==> src/rtl/rtc_cal_pkg.sv <==
package rtc_cal_pkg;

  localparam int NBYTES = 8;
  localparam int IDXW   = $clog2(NBYTES);

  typedef enum logic [IDXW-1:0] {
    IX_SEC  = 3'd0,
    IX_MIN  = 3'd1,
    IX_HOUR = 3'd2,
    IX_DATE = 3'd3,
    IX_MON  = 3'd4,
    IX_YEAR = 3'd5,
    IX_DOW  = 3'd6,
    IX_CENT = 3'd7
  } cal_idx_e;

  // Packed so that byte i sits at bits [8*i +: 8] (seconds lowest).
  typedef struct packed {
    logic [7:0] cent;
    logic [7:0] dow;
    logic [7:0] year;
    logic [7:0] mon;
    logic [7:0] date;
    logic [7:0] hour;
    logic [7:0] min;
    logic [7:0] sec;
  } cal_time_t;

  localparam cal_time_t CAL_DEFAULT = '{
    cent: 8'h20, dow: 8'h00, year: 8'h00, mon: 8'h01,
    date: 8'h01, hour: 8'h12, min: 8'h00, sec: 8'h00
  };

  function automatic logic [7:0] bcd_inc(input logic [7:0] v);
    if (v[3:0] >= 4'h9) bcd_inc = {v[7:4] + 4'h1, 4'h0};
    else                bcd_inc = {v[7:4], v[3:0] + 4'h1};
  endfunction

  // BCD year divisible by 4: even tens with units 0/4/8, odd tens with 2/6.
  function automatic logic bcd_leap(input logic [7:0] y);
    if (!y[4]) bcd_leap = (y[3:0] == 4'h0) || (y[3:0] == 4'h4) || (y[3:0] == 4'h8);
    else       bcd_leap = (y[3:0] == 4'h2) || (y[3:0] == 4'h6);
  endfunction

  function automatic logic [7:0] month_last(input logic [7:0] m, input logic [7:0] y);
    case (m)
      8'h02:                      month_last = bcd_leap(y) ? 8'h29 : 8'h28;
      8'h04, 8'h06, 8'h09, 8'h11: month_last = 8'h30;
      default:                    month_last = 8'h31;
    endcase
  endfunction

endpackage

==> src/rtl/rtc_cal_shadow.sv <==
module rtc_cal_shadow
  import rtc_cal_pkg::*;
(
  input  logic            clk,
  input  logic            rst_n,
  input  logic            tick,
  input  logic            wr_en,
  input  logic [IDXW-1:0] wr_idx,
  input  logic [7:0]      wr_byte,
  input  logic            commit,
  input  logic            abort,
  input  cal_time_t       live,
  output logic            load,
  output cal_time_t       load_val
);

  logic [NBYTES-1:0] mask_q;
  logic [7:0]        buf_q [NBYTES];
  cal_time_t         merged;
  cal_time_t         pend_q;
  logic              pend_vld_q;
  logic              commit_ok;

  assign commit_ok = commit && !abort && (mask_q != '0);

  for (genvar i = 0; i < NBYTES; i++) begin : g_byte
    always_ff @(posedge clk or negedge rst_n) begin
      if (!rst_n) begin
        buf_q[i]  <= 8'h00;
        mask_q[i] <= 1'b0;
      end else if (abort || commit) begin
        mask_q[i] <= 1'b0;
      end else if (wr_en && (wr_idx == i[IDXW-1:0])) begin
        buf_q[i]  <= wr_byte;
        mask_q[i] <= 1'b1;
      end
    end
    assign merged[8*i +: 8] = mask_q[i] ? buf_q[i] : live[8*i +: 8];
  end

  always_ff @(posedge clk or negedge rst_n) begin
    if (!rst_n) begin
      pend_q     <= CAL_DEFAULT;
      pend_vld_q <= 1'b0;
    end else if (commit_ok) begin
      pend_q     <= merged;
      pend_vld_q <= 1'b1;
    end else if (tick) begin
      pend_vld_q <= 1'b0;
    end
  end

  assign load     = tick && pend_vld_q;
  assign load_val = pend_q;

  a_r9_abort_empties: assert property (@(posedge clk) disable iff (!rst_n)
    abort |=> (mask_q == '0));

  a_r8_commit_arms: assert property (@(posedge clk) disable iff (!rst_n)
    (commit && !abort && (mask_q != '0)) |=> pend_vld_q);

endmodule

==> src/rtl/rtc_cal_counter.sv <==
module rtc_cal_counter
  import rtc_cal_pkg::*;
(
  input  logic      clk,
  input  logic      rst_n,
  input  logic      tick,
  input  logic      load,
  input  cal_time_t load_val,
  output cal_time_t now
);

  cal_time_t now_q, nxt;
  logic      halted_q;
  logic      c_min, c_hour, c_day, c_mon, c_year, c_cent;
  logic [7:0] h_inc;

  always_comb begin
    nxt    = now_q;
    c_min  = (now_q.sec == 8'h59);
    c_hour = c_min && (now_q.min == 8'h59);
    c_day  = 1'b0;
    h_inc  = 8'h00;

    nxt.sec = c_min ? 8'h00 : bcd_inc(now_q.sec);
    if (c_min) nxt.min = (now_q.min == 8'h59) ? 8'h00 : bcd_inc(now_q.min);

    if (c_hour) begin
      if (now_q.hour[7]) begin
        h_inc = bcd_inc({2'b00, now_q.hour[5:0]});
        if (now_q.hour[5:0] == 6'h23) begin
          nxt.hour = {now_q.hour[7:6], 6'h00};
          c_day    = 1'b1;
        end else begin
          nxt.hour = {now_q.hour[7:6], h_inc[5:0]};
        end
      end else begin
        h_inc = bcd_inc({3'b000, now_q.hour[4:0]});
        if (now_q.hour[4:0] == 5'h11) begin
          nxt.hour = {now_q.hour[7:6], ~now_q.hour[5], 5'h12};
          c_day    = now_q.hour[5];
        end else if (now_q.hour[4:0] == 5'h12) begin
          nxt.hour = {now_q.hour[7:5], 5'h01};
        end else begin
          nxt.hour = {now_q.hour[7:5], h_inc[4:0]};
        end
      end
    end

    c_mon = c_day && (now_q.date == month_last(now_q.mon, now_q.year));
    if (c_day) begin
      nxt.date = c_mon ? 8'h01 : bcd_inc(now_q.date);
      nxt.dow  = (now_q.dow[2:0] >= 3'd6) ? 8'h00 : {5'b0, now_q.dow[2:0] + 3'd1};
    end

    c_year = c_mon && (now_q.mon == 8'h12);
    if (c_mon) nxt.mon = c_year ? 8'h01 : bcd_inc(now_q.mon);

    c_cent = c_year && (now_q.year == 8'h99);
    if (c_year) nxt.year = c_cent ? 8'h00 : bcd_inc(now_q.year);
    if (c_cent) nxt.cent = (now_q.cent == 8'h99) ? 8'h00 : bcd_inc(now_q.cent);
  end

  always_ff @(posedge clk or negedge rst_n) begin
    if (!rst_n) begin
      now_q    <= CAL_DEFAULT;
      halted_q <= 1'b1;
    end else if (load) begin
      now_q    <= load_val;
      halted_q <= 1'b0;
    end else if (tick && !halted_q) begin
      now_q <= nxt;
    end
  end

  assign now = now_q;

  a_r1_halt_holds: assert property (@(posedge clk) disable iff (!rst_n)
    (halted_q && !load) |=> $stable(now_q));

  a_r8_load_exact: assert property (@(posedge clk) disable iff (!rst_n)
    load |=> (now_q == $past(load_val)));

  a_r2_sec_wrap: assert property (@(posedge clk) disable iff (!rst_n)
    (tick && !load && !halted_q && now_q.sec == 8'h59) |=> (now_q.sec == 8'h00));

  a_r10_idle_stable: assert property (@(posedge clk) disable iff (!rst_n)
    (!tick) |=> $stable(now_q));

endmodule

==> src/rtl/rtc_cal_snapshot.sv <==
module rtc_cal_snapshot
  import rtc_cal_pkg::*;
(
  input  logic            clk,
  input  logic            rst_n,
  input  logic            snap,
  input  cal_time_t       live,
  input  logic [IDXW-1:0] rd_idx,
  output logic [7:0]      rd_byte
);

  cal_time_t held_q;

  always_ff @(posedge clk or negedge rst_n) begin
    if (!rst_n)    held_q <= CAL_DEFAULT;
    else if (snap) held_q <= live;
  end

  assign rd_byte = held_q[8*rd_idx +: 8];

  a_r11_frozen: assert property (@(posedge clk) disable iff (!rst_n)
    (!snap) |=> $stable(held_q));

endmodule

==> src/rtl/rtc_calendar.sv <==
module rtc_calendar
  import rtc_cal_pkg::*;
(
  input  logic            clk,
  input  logic            rst_n,
  input  logic            tick_i,
  input  logic            wr_en_i,
  input  logic [IDXW-1:0] wr_addr_i,
  input  logic [7:0]      wr_data_i,
  input  logic            commit_i,
  input  logic            abort_i,
  input  logic            snap_i,
  input  logic [IDXW-1:0] rd_addr_i,
  output logic [7:0]      rd_data_o
);

  cal_time_t live;
  cal_time_t load_val;
  logic      load;

  rtc_cal_shadow u_shadow (
    .clk      (clk),
    .rst_n    (rst_n),
    .tick     (tick_i),
    .wr_en    (wr_en_i),
    .wr_idx   (wr_addr_i),
    .wr_byte  (wr_data_i),
    .commit   (commit_i),
    .abort    (abort_i),
    .live     (live),
    .load     (load),
    .load_val (load_val)
  );

  rtc_cal_counter u_counter (
    .clk      (clk),
    .rst_n    (rst_n),
    .tick     (tick_i),
    .load     (load),
    .load_val (load_val),
    .now      (live)
  );

  rtc_cal_snapshot u_snapshot (
    .clk     (clk),
    .rst_n   (rst_n),
    .snap    (snap_i),
    .live    (live),
    .rd_idx  (rd_addr_i),
    .rd_byte (rd_data_o)
  );

endmodule

==> config.mk <==
export PLATFORM = sky130hd
export DESIGN_NAME = rtc_calendar
export DESIGN_NICKNAME = d
export VERILOG_FILES = /design/src/rtl/rtc_cal_pkg.sv /design/src/rtl/rtc_cal_shadow.sv /design/src/rtl/rtc_cal_counter.sv /design/src/rtl/rtc_cal_snapshot.sv /design/src/rtl/rtc_calendar.sv
export SDC_FILE = /design/constraint.sdc
export NUM_CORES = 1
export LEC_CHECK = 0
export BUFFER_PORTS_ARGS = -buffer_cell sky130_fd_sc_hd__buf_2
export CAP_MARGIN = 20
export CORE_MARGIN = 4
export CORE_UTILIZATION = 30
export CTS_CLUSTER_DIAMETER = 120
export CTS_CLUSTER_SIZE = 8
export DETAILED_ROUTE_END_ITERATION = 7
export MAX_ROUTING_LAYER = met4
export PLACE_DENSITY = 0.44
export SLEW_MARGIN = 40
export SYNTH_ARGS = -nofsm -noshare
export SYNTH_HDL_FRONTEND = slang
export SYNTH_SLANG_ARGS = --single-unit
export TNS_END_PERCENT = 5
==> constraint.sdc <==
create_clock -name clk -period 5.55 [get_ports clk]
set_input_delay 0.555 -clock clk [delete_from_list [all_inputs] [get_ports clk]]
set_output_delay 0.555 -clock clk [all_outputs]
set_load 0.01 [all_outputs]
# [Word level (Yosys, flattened, before mapping)]
# Index checks and enable logic that the tools add are counted.
[word_totals] regBits=266 inputBits=21 out_inout_bits=8 elab_cells=238
[classes] add_sub_neg=16 n_lt_le_gt_ge=8 n_eq_ne=26 shift=1 n_mux=62 n_bitwise=2 n_reduce_logical=72
[op_table] operator="$mux W8" count=29
[op_table] operator="$mux W64" count=2
[op_table] operator="$shiftx A64 B7 Y8" count=1
[op_table] operator="$add A4 B1 Y4 const B" count=13
[op_table] operator="$reduce_bool A2 Y1" count=16
[op_table] operator="$reduce_and A2 Y1" count=15
[op_table] operator="$ge A4 B4 Y1 const B" count=7
[op_table] operator="$mux W1" count=25
[op_table] operator="$reduce_bool A3 Y1" count=7
[op_table] operator="$eq A8 B3 Y1 const B" count=2
[op_table] operator="$eq A8 B5 Y1 const B" count=2
[op_table] operator="$eq A8 B7 Y1 const B" count=2
[op_table] operator="$eq A8 B8 Y1 const B" count=2
[op_table] operator="$logic_and A1 B1 Y1" count=16
[op_table] operator="$pmux W8 S2" count=1
[op_table] operator="$reduce_and A3 Y1" count=5
[op_table] operator="$eq A3 B3 Y1 const B" count=4
[op_table] operator="$mux W6" count=2
[op_table] operator="$eq A5 B5 Y1 const B" count=2
[op_table] operator="$mux W5" count=2
[op_table] operator="$eq A4 B3 Y1 const B" count=2
[op_table] operator="$eq A8 B2 Y1 const B" count=1
[op_table] operator="$eq A8 B4 Y1 const B" count=1
[op_table] operator="$eq A8 B8 Y1" count=1
[op_table] operator="20 further kinds" count=27

# [Logic depth before layout (Yosys ltp)]
# Gate-level depths: netlist of the first run.
[depth] ltp_word=15 ltp_mapped=11 mapped_depth_nobuf=10

# [Cells and area by module]
# Synthesis of the first run repeated with hierarchy kept, for this count alone.
[hier_totals] cells_unflattened=1062 area_unflattened_um2=13595.5
[by_module_without_submodules] mod="rtc_cal_shadow" instances=1 cells_per_inst=381 area_each_um2=6114.6 seq_area_each_um2=3434.5
[by_module_without_submodules] mod="rtc_cal_counter" instances=1 cells_per_inst=517 area_each_um2=4568.1 seq_area_each_um2=1634.1
[by_module_without_submodules] mod="rtc_cal_snapshot" instances=1 cells_per_inst=164 area_each_um2=2912.8 seq_area_each_um2=1607.8

# [Least setup slack after synthesis of the first run]
# No wires, ideal clock.
[synth_path] path_type="input port to output port" from="input port rd_addr_i[0]" to="output port rd_data_o[0]" arrival_time_ns=2.326 required_ns=4.995 setup_slack_ns=2.669 path_stages=4 path_buffers=2 cell_sequence="clkbuf_1 -> buf_1 -> mux4_2 -> mux2_2"
[synth_via] elab_chain_cells=1
[synth_lines] item="from (decl)" line_no="rtc_calendar.sv:13" rtl="input logic [IDXW-1:0] rd_addr_i,"
[synth_lines] item="$shiftx A64 B7 Y8" line_no="rtc_cal_snapshot.sv:19" rtl="assign rd_byte = held_q[8*rd_idx +: 8];"
[synth_lines] item="to (decl)" line_no="rtc_calendar.sv:14" rtl="output logic [7:0] rd_data_o"
# Every way passes these cells.

# [Worst setup path in the final report of the first run]
[layout_path] from="register u_counter.now_q (netlist bit u_counter.now[1])" to="register u_counter.now_q (netlist bit u_counter.now[56])"
[layout_via] elab_chain_cells=8
[layout_lines] item="from (decl)" line_no="rtc_cal_counter.sv:12" rtl="cal_time_t now_q, nxt;"
[layout_lines] item="from (signal assigned)" line_no="rtc_cal_counter.sv:68" rtl="now_q <= load_val;"
[layout_lines] item="from (signal assigned)" line_no="rtc_cal_counter.sv:71" rtl="now_q <= nxt;"
[layout_lines] item="$eq A8 B7 Y1" line_no="rtc_cal_counter.sv:19" rtl="c_min = (now_q.sec == 8'h59);"
[layout_lines] item="$logic_and A1 B1 Y1" line_no="rtc_cal_counter.sv:20" rtl="c_hour = c_min && (now_q.min == 8'h59);"
[layout_lines] item="$mux W1" line_no="rtc_cal_counter.sv:27" rtl="if (c_hour) begin"
[layout_lines] item="$logic_and A1 B1 Y1" line_no="rtc_cal_counter.sv:49" rtl="c_mon = c_day && (now_q.date == month_last(now_q.mon, now_q.year));"
[layout_lines] item="$logic_and A1 B1 Y1" line_no="rtc_cal_counter.sv:55" rtl="c_year = c_mon && (now_q.mon == 8'h12);"
[layout_lines] item="$logic_and A1 B1 Y1" line_no="rtc_cal_counter.sv:58" rtl="c_cent = c_year && (now_q.year == 8'h99);"
[layout_lines] item="$reduce_bool A2 Y1 (no line)"
[layout_lines] item="$reduce_and A2 Y1 (no line)"
# Every way passes these cells.
# A chain may end at the register's enable or synchronous reset.

==> run_results.csv, run 1 <==
group,metric,value,unit
run_status,outcome,"complete, but fails checks",
run_status,violations,"hold timing",
logic_synthesis,yosys.area.top_type_share,48.1,%
sta,slew_viol_final,0,
floorplan,die_y,216,um
logic_synthesis,yosysWarningCount,0,
drt,dr.pass1.iters,5,
run,maxCapViolations,0,
critical_path,crit_arrival,3620,ps
sta,hold_violations,2,
sta,max-slew-margin-rel,45.6,%
min_path,hp-class,"in -> async",
logic_synthesis,synth_edf_count,0,
power_and_ir_drop,vdd_drop_max,0.158,mV
sta,period_share,58.2,%
placement,gp_congestion,0.804,
clocking,cts_inserted_buffers,39,
clocking,htreeDepth,2,
drt,wl_per_cell,21.8,um
clocking,cts_tree,"yes",
drt,wl,38600,um
logic_synthesis,postSynth.asyncResetShare,100,%
logic_synthesis,seq_area_frac_synth,51.3,%
clocking,cts_root_buf,"clkbuf_16",
floorplan,io_pins,29,
floorplan,start_util,30.3,%
global_route,grt_pass1_wl,59300,um
logic_synthesis,synth_ff_type,"dfrtp_1",
clocking,clock_sink_count,266,
critical_path,worstPathRequired,5940,ps
clocking,post_cts_buffers,0,
cells_and_area,fillCellCount,4321,
clocking,cts_hold_buffers,0,
sta,hold_slack,-4.59,ps
global_route,antenna_found_initial,2,
sta,rsz0062_at_grt,"no",
cells_and_area,area_growth,15.6,%
drt,ant_nets,0,
drt,dr_total_vias,9014,
sta,tns,0,ps
critical_path,slowest_delay,640,ps
logic_synthesis,synth_area_per_cell,11.5,um2
cells_and_area,final_layout_size_suffix_gt1_share,23.2,%
critical_path,cp_slowest_cell,"nor4b_2",
floorplan,die_w,216,um
sta,timing.fmax,310,MHz
drt,drc,0,
floorplan,dieArea,46800,um2
global_route,grt_max_degree,98,
clocking,clkLatencyLatePin,540,ps
logic_synthesis,synth_commonest_cells,"dfrtp_1, mux2_2, a21oi_1, nor2_1, mux2i_1",
logic_synthesis,yosysMostFrequentCell,"dfrtp_1",
critical_path,criticalPathCategory,"reg -> reg",
floorplan,design.core.area,43000,um2
critical_path,critPathBufInv,1,
logic_synthesis,synth_area,13000,um2
cells_and_area,fin_util,35.0,%
drt,via_per_inst,5.08,
global_route,overflow,0,
floorplan,rows,76,
sta,worst_pin_slew,816,ps
placement,dp_hpwl,25700,um
critical_path,rrSetupSlack,2320,ps
cells_and_area,nets,1220,
critical_path,crit_path_start_kind,"register",
drt,drt_iter0_drc,650,
global_route,first_global_vias,9109,
global_route,grt_usage,17.0,%
logic_synthesis,synth-seq-cells,266,
critical_path,critPathTopFamily,"simple AND/OR/NAND/NOR gates",
logic_synthesis,yosys.cell_types.count,67,
power_and_ir_drop,leakage,6.24,nW
logic_synthesis,synthTopCellsByArea,"dfrtp_1, mux2_2, mux2i_1",
critical_path,end_kind,"register",
clocking,path_clk_slew,50,ps
logic_synthesis,synth.net_count,1192,
placement,portBuffers,28,
logic_synthesis,yosysTopAreaCell,"dfrtp_1",
logic_synthesis,synth_cells,1131,
cells_and_area,diodes,0,
sta,period_needed,3230,ps
critical_path,cp_max_fo,7,
critical_path,crit_chain,"inv_1 -> ha_1 -> and4bb_2 -> nand3_1 -> nor3_1 -> nand4_1 -> nor4b_2 -> o21ai_0 -> mux2i_1",
sta,setup_viol,0,
power_and_ir_drop,cellPowerDensity,491,nW/um2
clocking,cts-resized-gates,0,
clocking,clockBufferDepth,3,
sta,clock_skew,20.0,ps
## cells by family (layout without fill, tap and decap cells)
kind of cell    Yosys count  in the layout  share of synthesized area, %
fa+ha+maj                40             40                          3.85
flops                   266            266                          51.3
buf+inv                  90            148                          2.61
simple gates            255            255                          10.1
mux                     219            219                          19.7
xor+xnor                  2              2                         0.279
compound gates          259            259                          12.2
## through the flow
step	instances	worst slack, ps	cell area, um2	power, mW
2_1_floorplan	1131	2670	13000	4.43
3_3_place_gp	1700	2190	13800	5.16
3_5_place_dp	1702	2320	13900	5.19
4_1_cts	1773	2310	15000	7.48
5_1_grt	1774	2010	15000	7.89
6_report	1774	2320	15000	7.39
## power breakdown
part	switching, mW	total [mW]	internal (mW)
clock	0.907	2.24	1.33
combinational	0.898	1.79	0.889
sequential	0.725	3.36	2.64
## layer usage
layer  up-vias  part of all wire [%]  GRT usage (%)  wire [um]
li1       4198                     -              -          -
met1      4577                    48           23.6      18500
met2       179                    45           25.8      17500
met3        60                   4.1           2.92       1580
met4         0                   2.5           4.86        949
met5         -                     0              -          0
## sequential cells by signal, indices dropped and copies added, names as in the netlist
name	cells
u_shadow.load_val	64
u_counter.halted_q	1
u_snapshot.held_q	64
u_shadow.mask_q	8
u_counter.now	64
u_shadow.pend_vld_q	1
u_shadow.buf_q	64
## placed cells by master, fill, tap and decap left out, types with 3 or more instances in the layout
cell type  synthesis  layout
a211o_1            3       3
a211oi_1           6       6
a21o_1             8       8
a21oi_1          113     112
a221o_1            8       8
a22o_1             8       8
a22oi_1            3       3
a2bb2oi_1          4       4
a31oi_1            5       5
and3_1             5       5
buf_2              1      27
buf_4              0      10
clkbuf_1          43      28
clkbuf_16          0      39
dfrtp_1          250     250
dfstp_2           16      16
ha_1              40      40
inv_1             34      34
mux2_2           136     136
mux2i_1           67      67
mux4_2            16      16
nand2_1           45      45
nand2b_1           8       8
nand3_1           28      28
nand3b_1           4       4
nand4_1            4       4
nand4b_1           5       5
nor2_1            96      94
nor2b_1            7       7
nor3_1            15      14
nor3b_1           10      10
nor4_1             9       9
o211ai_1           6       6
o21a_1             5       5
o21ai_0           54      54
o21ai_1            3       3
o22ai_1            6       6
o2bb2ai_1          3       3
o31ai_1            4       4
## worst paths after layout
path / start / endpoint / cells past startpoint
min reg2reg: u_shadow.load_val[23]$_DFFE_PN0P_ / u_counter.now[23]$_DFFE_PN0P_ / 2
min: rst_n / u_shadow.buf_q[60]$_DFFE_PN0P_ / 1
min in group clk: tick_i / u_shadow.pend_vld_q$_DFFE_PN0P_ / 2
max in group asynchronous: rst_n / u_counter.now[32]$_DFFE_PN1P_ / 3
max reg2reg: u_counter.now[1]$_DFFE_PN0P_ / u_counter.now[56]$_DFFE_PN0P_ / 9
max: u_counter.now[1]$_DFFE_PN0P_ / u_counter.now[56]$_DFFE_PN0P_ / 9
## worst reg2reg max path, cell delays in order (launching register included)
cell and delay [ps]:
dfrtp_1 410, inv_1 110, ha_1 180, and4bb_2 220, nand3_1 220, nor3_1 370, nand4_1 380, nor4b_2 640
o21ai_0 360, mux2i_1 190
## layout make-up
type,instances,area [um2],area share (%)
Tap cell,585,732,4.87
Timing Repair Buffer,43,310,2.06
Clock inverter,4,61.3,0.408
Multi-Input combinational cell,775,6040,40.2
Sequential cell,266,6680,44.4
Inverter,34,128,0.849
Clock buffer,67,1080,7.19
Note: power is estimated with default switching activity, not from simulation.
==> run 2: changes to the inputs <==
==> constraint.sdc (replaced) <==
create_clock -name clk -period 3.3 [get_ports clk]
set_input_delay 0.33 -clock clk [delete_from_list [all_inputs] [get_ports clk]]
set_output_delay 0.33 -clock clk [all_outputs]
set_load 0.01 [all_outputs]
==> run 2 against run 1 <==
  * The flow now finishes without violations
  * Clock skew down 5.0 ps
  * Cell area up 1.3%
  * Largest power group unchanged
  * Critical path depth down 1
==> run_results.csv, run 2 (synthesis results as in run 1) <==
group,metric,value,unit
floorplan,dieArea,46800,um2
min_path,min_to,"u_shadow.pend_vld_q$_DFFE_PN0P_",
clocking,cts_inserted_buffers,39,
sta,hold_slack,107,ps
placement,portBuffers,28,
sta,hold_violations,0,
floorplan,rows,76,
cells_and_area,fillCellCount,4330,
clocking,clkLatencyLatePin,540,ps
sta,max-slew-margin-rel,47.5,%
floorplan,die_w,216,um
drt,wl,38200,um
global_route,first_global_vias,9162,
min_path,min-delay-start,"tick_i",
global_route,grt_usage,17.0,%
clocking,clockBufferDepth,3,
drt,ant_nets,0,
cells_and_area,stdcell_count,1803,
drt,wl_per_cell,21.2,um
clocking,path_clk_slew,50,ps
critical_path,end_kind,"register",
power_and_ir_drop,cellPowerDensity,818,nW/um2
min_path,min_path_cells,2,
global_route,antenna_found_initial,3,
min_path,hp-class,"in -> reg",
cells_and_area,final_cell_mix,"dfrtp_1, mux2_2, a21oi_1",
placement,dpl-instance-area,14100,um2
clocking,cts_tree,"yes",
sta,timing.fmax,321,MHz
cells_and_area,final_layout_size_suffix_gt1_share,24.7,%
critical_path,r2r-start,"u_counter.now[17]$_DFFE_PN1P_",
global_route,grt_max_degree,104,
sta,slew_viol_final,0,
floorplan,die_y,216,um
cells_and_area,design_area,15200,um2
clocking,clock_sink_count,266,
clocking,cts_root_buf,"clkbuf_16",
global_route,grt_pass1_wl,59300,um
sta,period_needed,3120,ps
sta,worst_pin_slew,788,ps
power_and_ir_drop,internal_power,8.29,mW
sta,setup_viol,0,
power_and_ir_drop,clkPwrFrac,30.2,%
run_status,outcome,"finished clean",
sta,period_share,94.4,%
floorplan,io_pins,29,
cells_and_area,area_growth,17.1,%
sta,rsz0062_at_grt,"yes",
drt,dr.pass1.iters,6,
critical_path,crit_arrival,3590,ps
cells_and_area,nets,1249,
power_and_ir_drop,leakage,6.39,nW
placement,placed_cells,1731,
critical_path,cp_max_fo,11,
clocking,htreeDepth,2,
critical_path,criticalPathCategory,"reg -> reg",
power_and_ir_drop,p_sw_share,33.4,%
clocking,post_cts_buffers,0,
drt,dr_total_vias,9071,
critical_path,rrSetupSlack,180,ps
cells_and_area,layout_commonest_cell,"dfrtp_1",
power_and_ir_drop,pwr-share-comb,25.3,%
drt,drc,0,
critical_path,rr_worst_depth,8,
placement,gp_congestion,0.820,
placement,dp_hpwl,25800,um
sta,clock_skew,15.1,ps
drt,drt_iter0_drc,684,
critical_path,crit_path_start_kind,"register",
critical_path,r2r_end,"u_counter.now[38]$_DFFE_PN0P_",
floorplan,start_util,30.3,%
power_and_ir_drop,vdd_drop_max,0.310,mV
floorplan,design.core.area,43000,um2
critical_path,worstPathRequired,3780,ps
run,maxCapViolations,0,
power_and_ir_drop,p_sw,4.17,mW
power_and_ir_drop,p_seq_share,44.4,%
global_route,overflow,0,
drt,via_per_inst,5.03,
run 2: repair_timing:
action	CTS	global route
gates resized for setup	0	1
hold buffers	1	0
setup endpoints to repair	0	5
hold endpoints to repair	59	0
run 2: layout make-up:
class | instances | area (um2) | area share (%)
well taps | 585 | 732 | 4.81
diodes | 1 | 2.50 | 0.0164
clock buffers | 69 | 1130 | 7.43
clock inverters | 1 | 8.76 | 0.0575
multi-input cells | 775 | 6020 | 39.5
flip-flops and latches | 266 | 6680 | 43.8
repair buffers | 72 | 533 | 3.50
inverters | 34 | 128 | 0.838
run 2: how the worst max path moves through the flow:
stage	from	endpoint	slack [ps]	depth (start not counted)
global route	u_counter.now[17]$_DFFE_PN1P_	u_counter.now[40]$_DFFE_PN0P_	-20	10
detailed placement	u_counter.now[17]$_DFFE_PN1P_	u_counter.now[57]$_DFFE_PN0P_	130	8
CTS	u_counter.now[17]$_DFFE_PN1P_	u_counter.now[60]$_DFFE_PN0P_	120	8
global placement	u_counter.now[17]$_DFFE_PN1P_	u_counter.now[60]$_DFFE_PN0P_	200	8
floorplan	u_counter.now[17]$_DFFE_PN1P_	u_counter.now[47]$_DFFE_PN0P_	810	8
finish	u_counter.now[17]$_DFFE_PN1P_	u_counter.now[38]$_DFFE_PN0P_	180	8
run 2: through the flow:
stage / setup slack (ps) / setup TNS (ps) / util, % / total power, mW
3_3_place_gp: 202 / 0 / 32.7 / 8.72
5_1_grt: -21.8 / -21.8 / 35.4 / 13.3
4_1_cts: 122 / 0 / 35.4 / 12.6
3_5_place_dp: 125 / 0 / 32.7 / 8.77
2_1_floorplan: 812 / 0 / - / 7.45
6_report: 184 / 0 / 35.4 / 12.5
run 2: worst max-delay path: stages, from the launching register on:
cell	delay, ps
dfstp_2	580
ha_1	220
and4bb_2	290
mux2i_1	160
nor3_1	280
nand4_1	410
a221o_1	650
a21oi_2	260
o221a_2	220
run 2: metal layers:
layer  track usage [%]  wire length (um)
met5                 -                 0
met4              4.54               744
met3              2.22              1300
met2              26.3             17500
met1              23.9             18700
run 2: power by group through the flow:
| stage | clock network [mW] | logic [mW] | registers [mW] |
|---|---|---|---|
| 6_report | 3.76 | 3.16 | 5.54 |
| 5_1_grt | 4.02 | 3.59 | 5.70 |
| 4_1_cts | 3.88 | 3.19 | 5.55 |
| 3_5_place_dp | 0 | 3.17 | 5.59 |
| 3_3_place_gp | 0 | 3.13 | 5.58 |
| 2_1_floorplan | 0 | 2.35 | 5.10 |
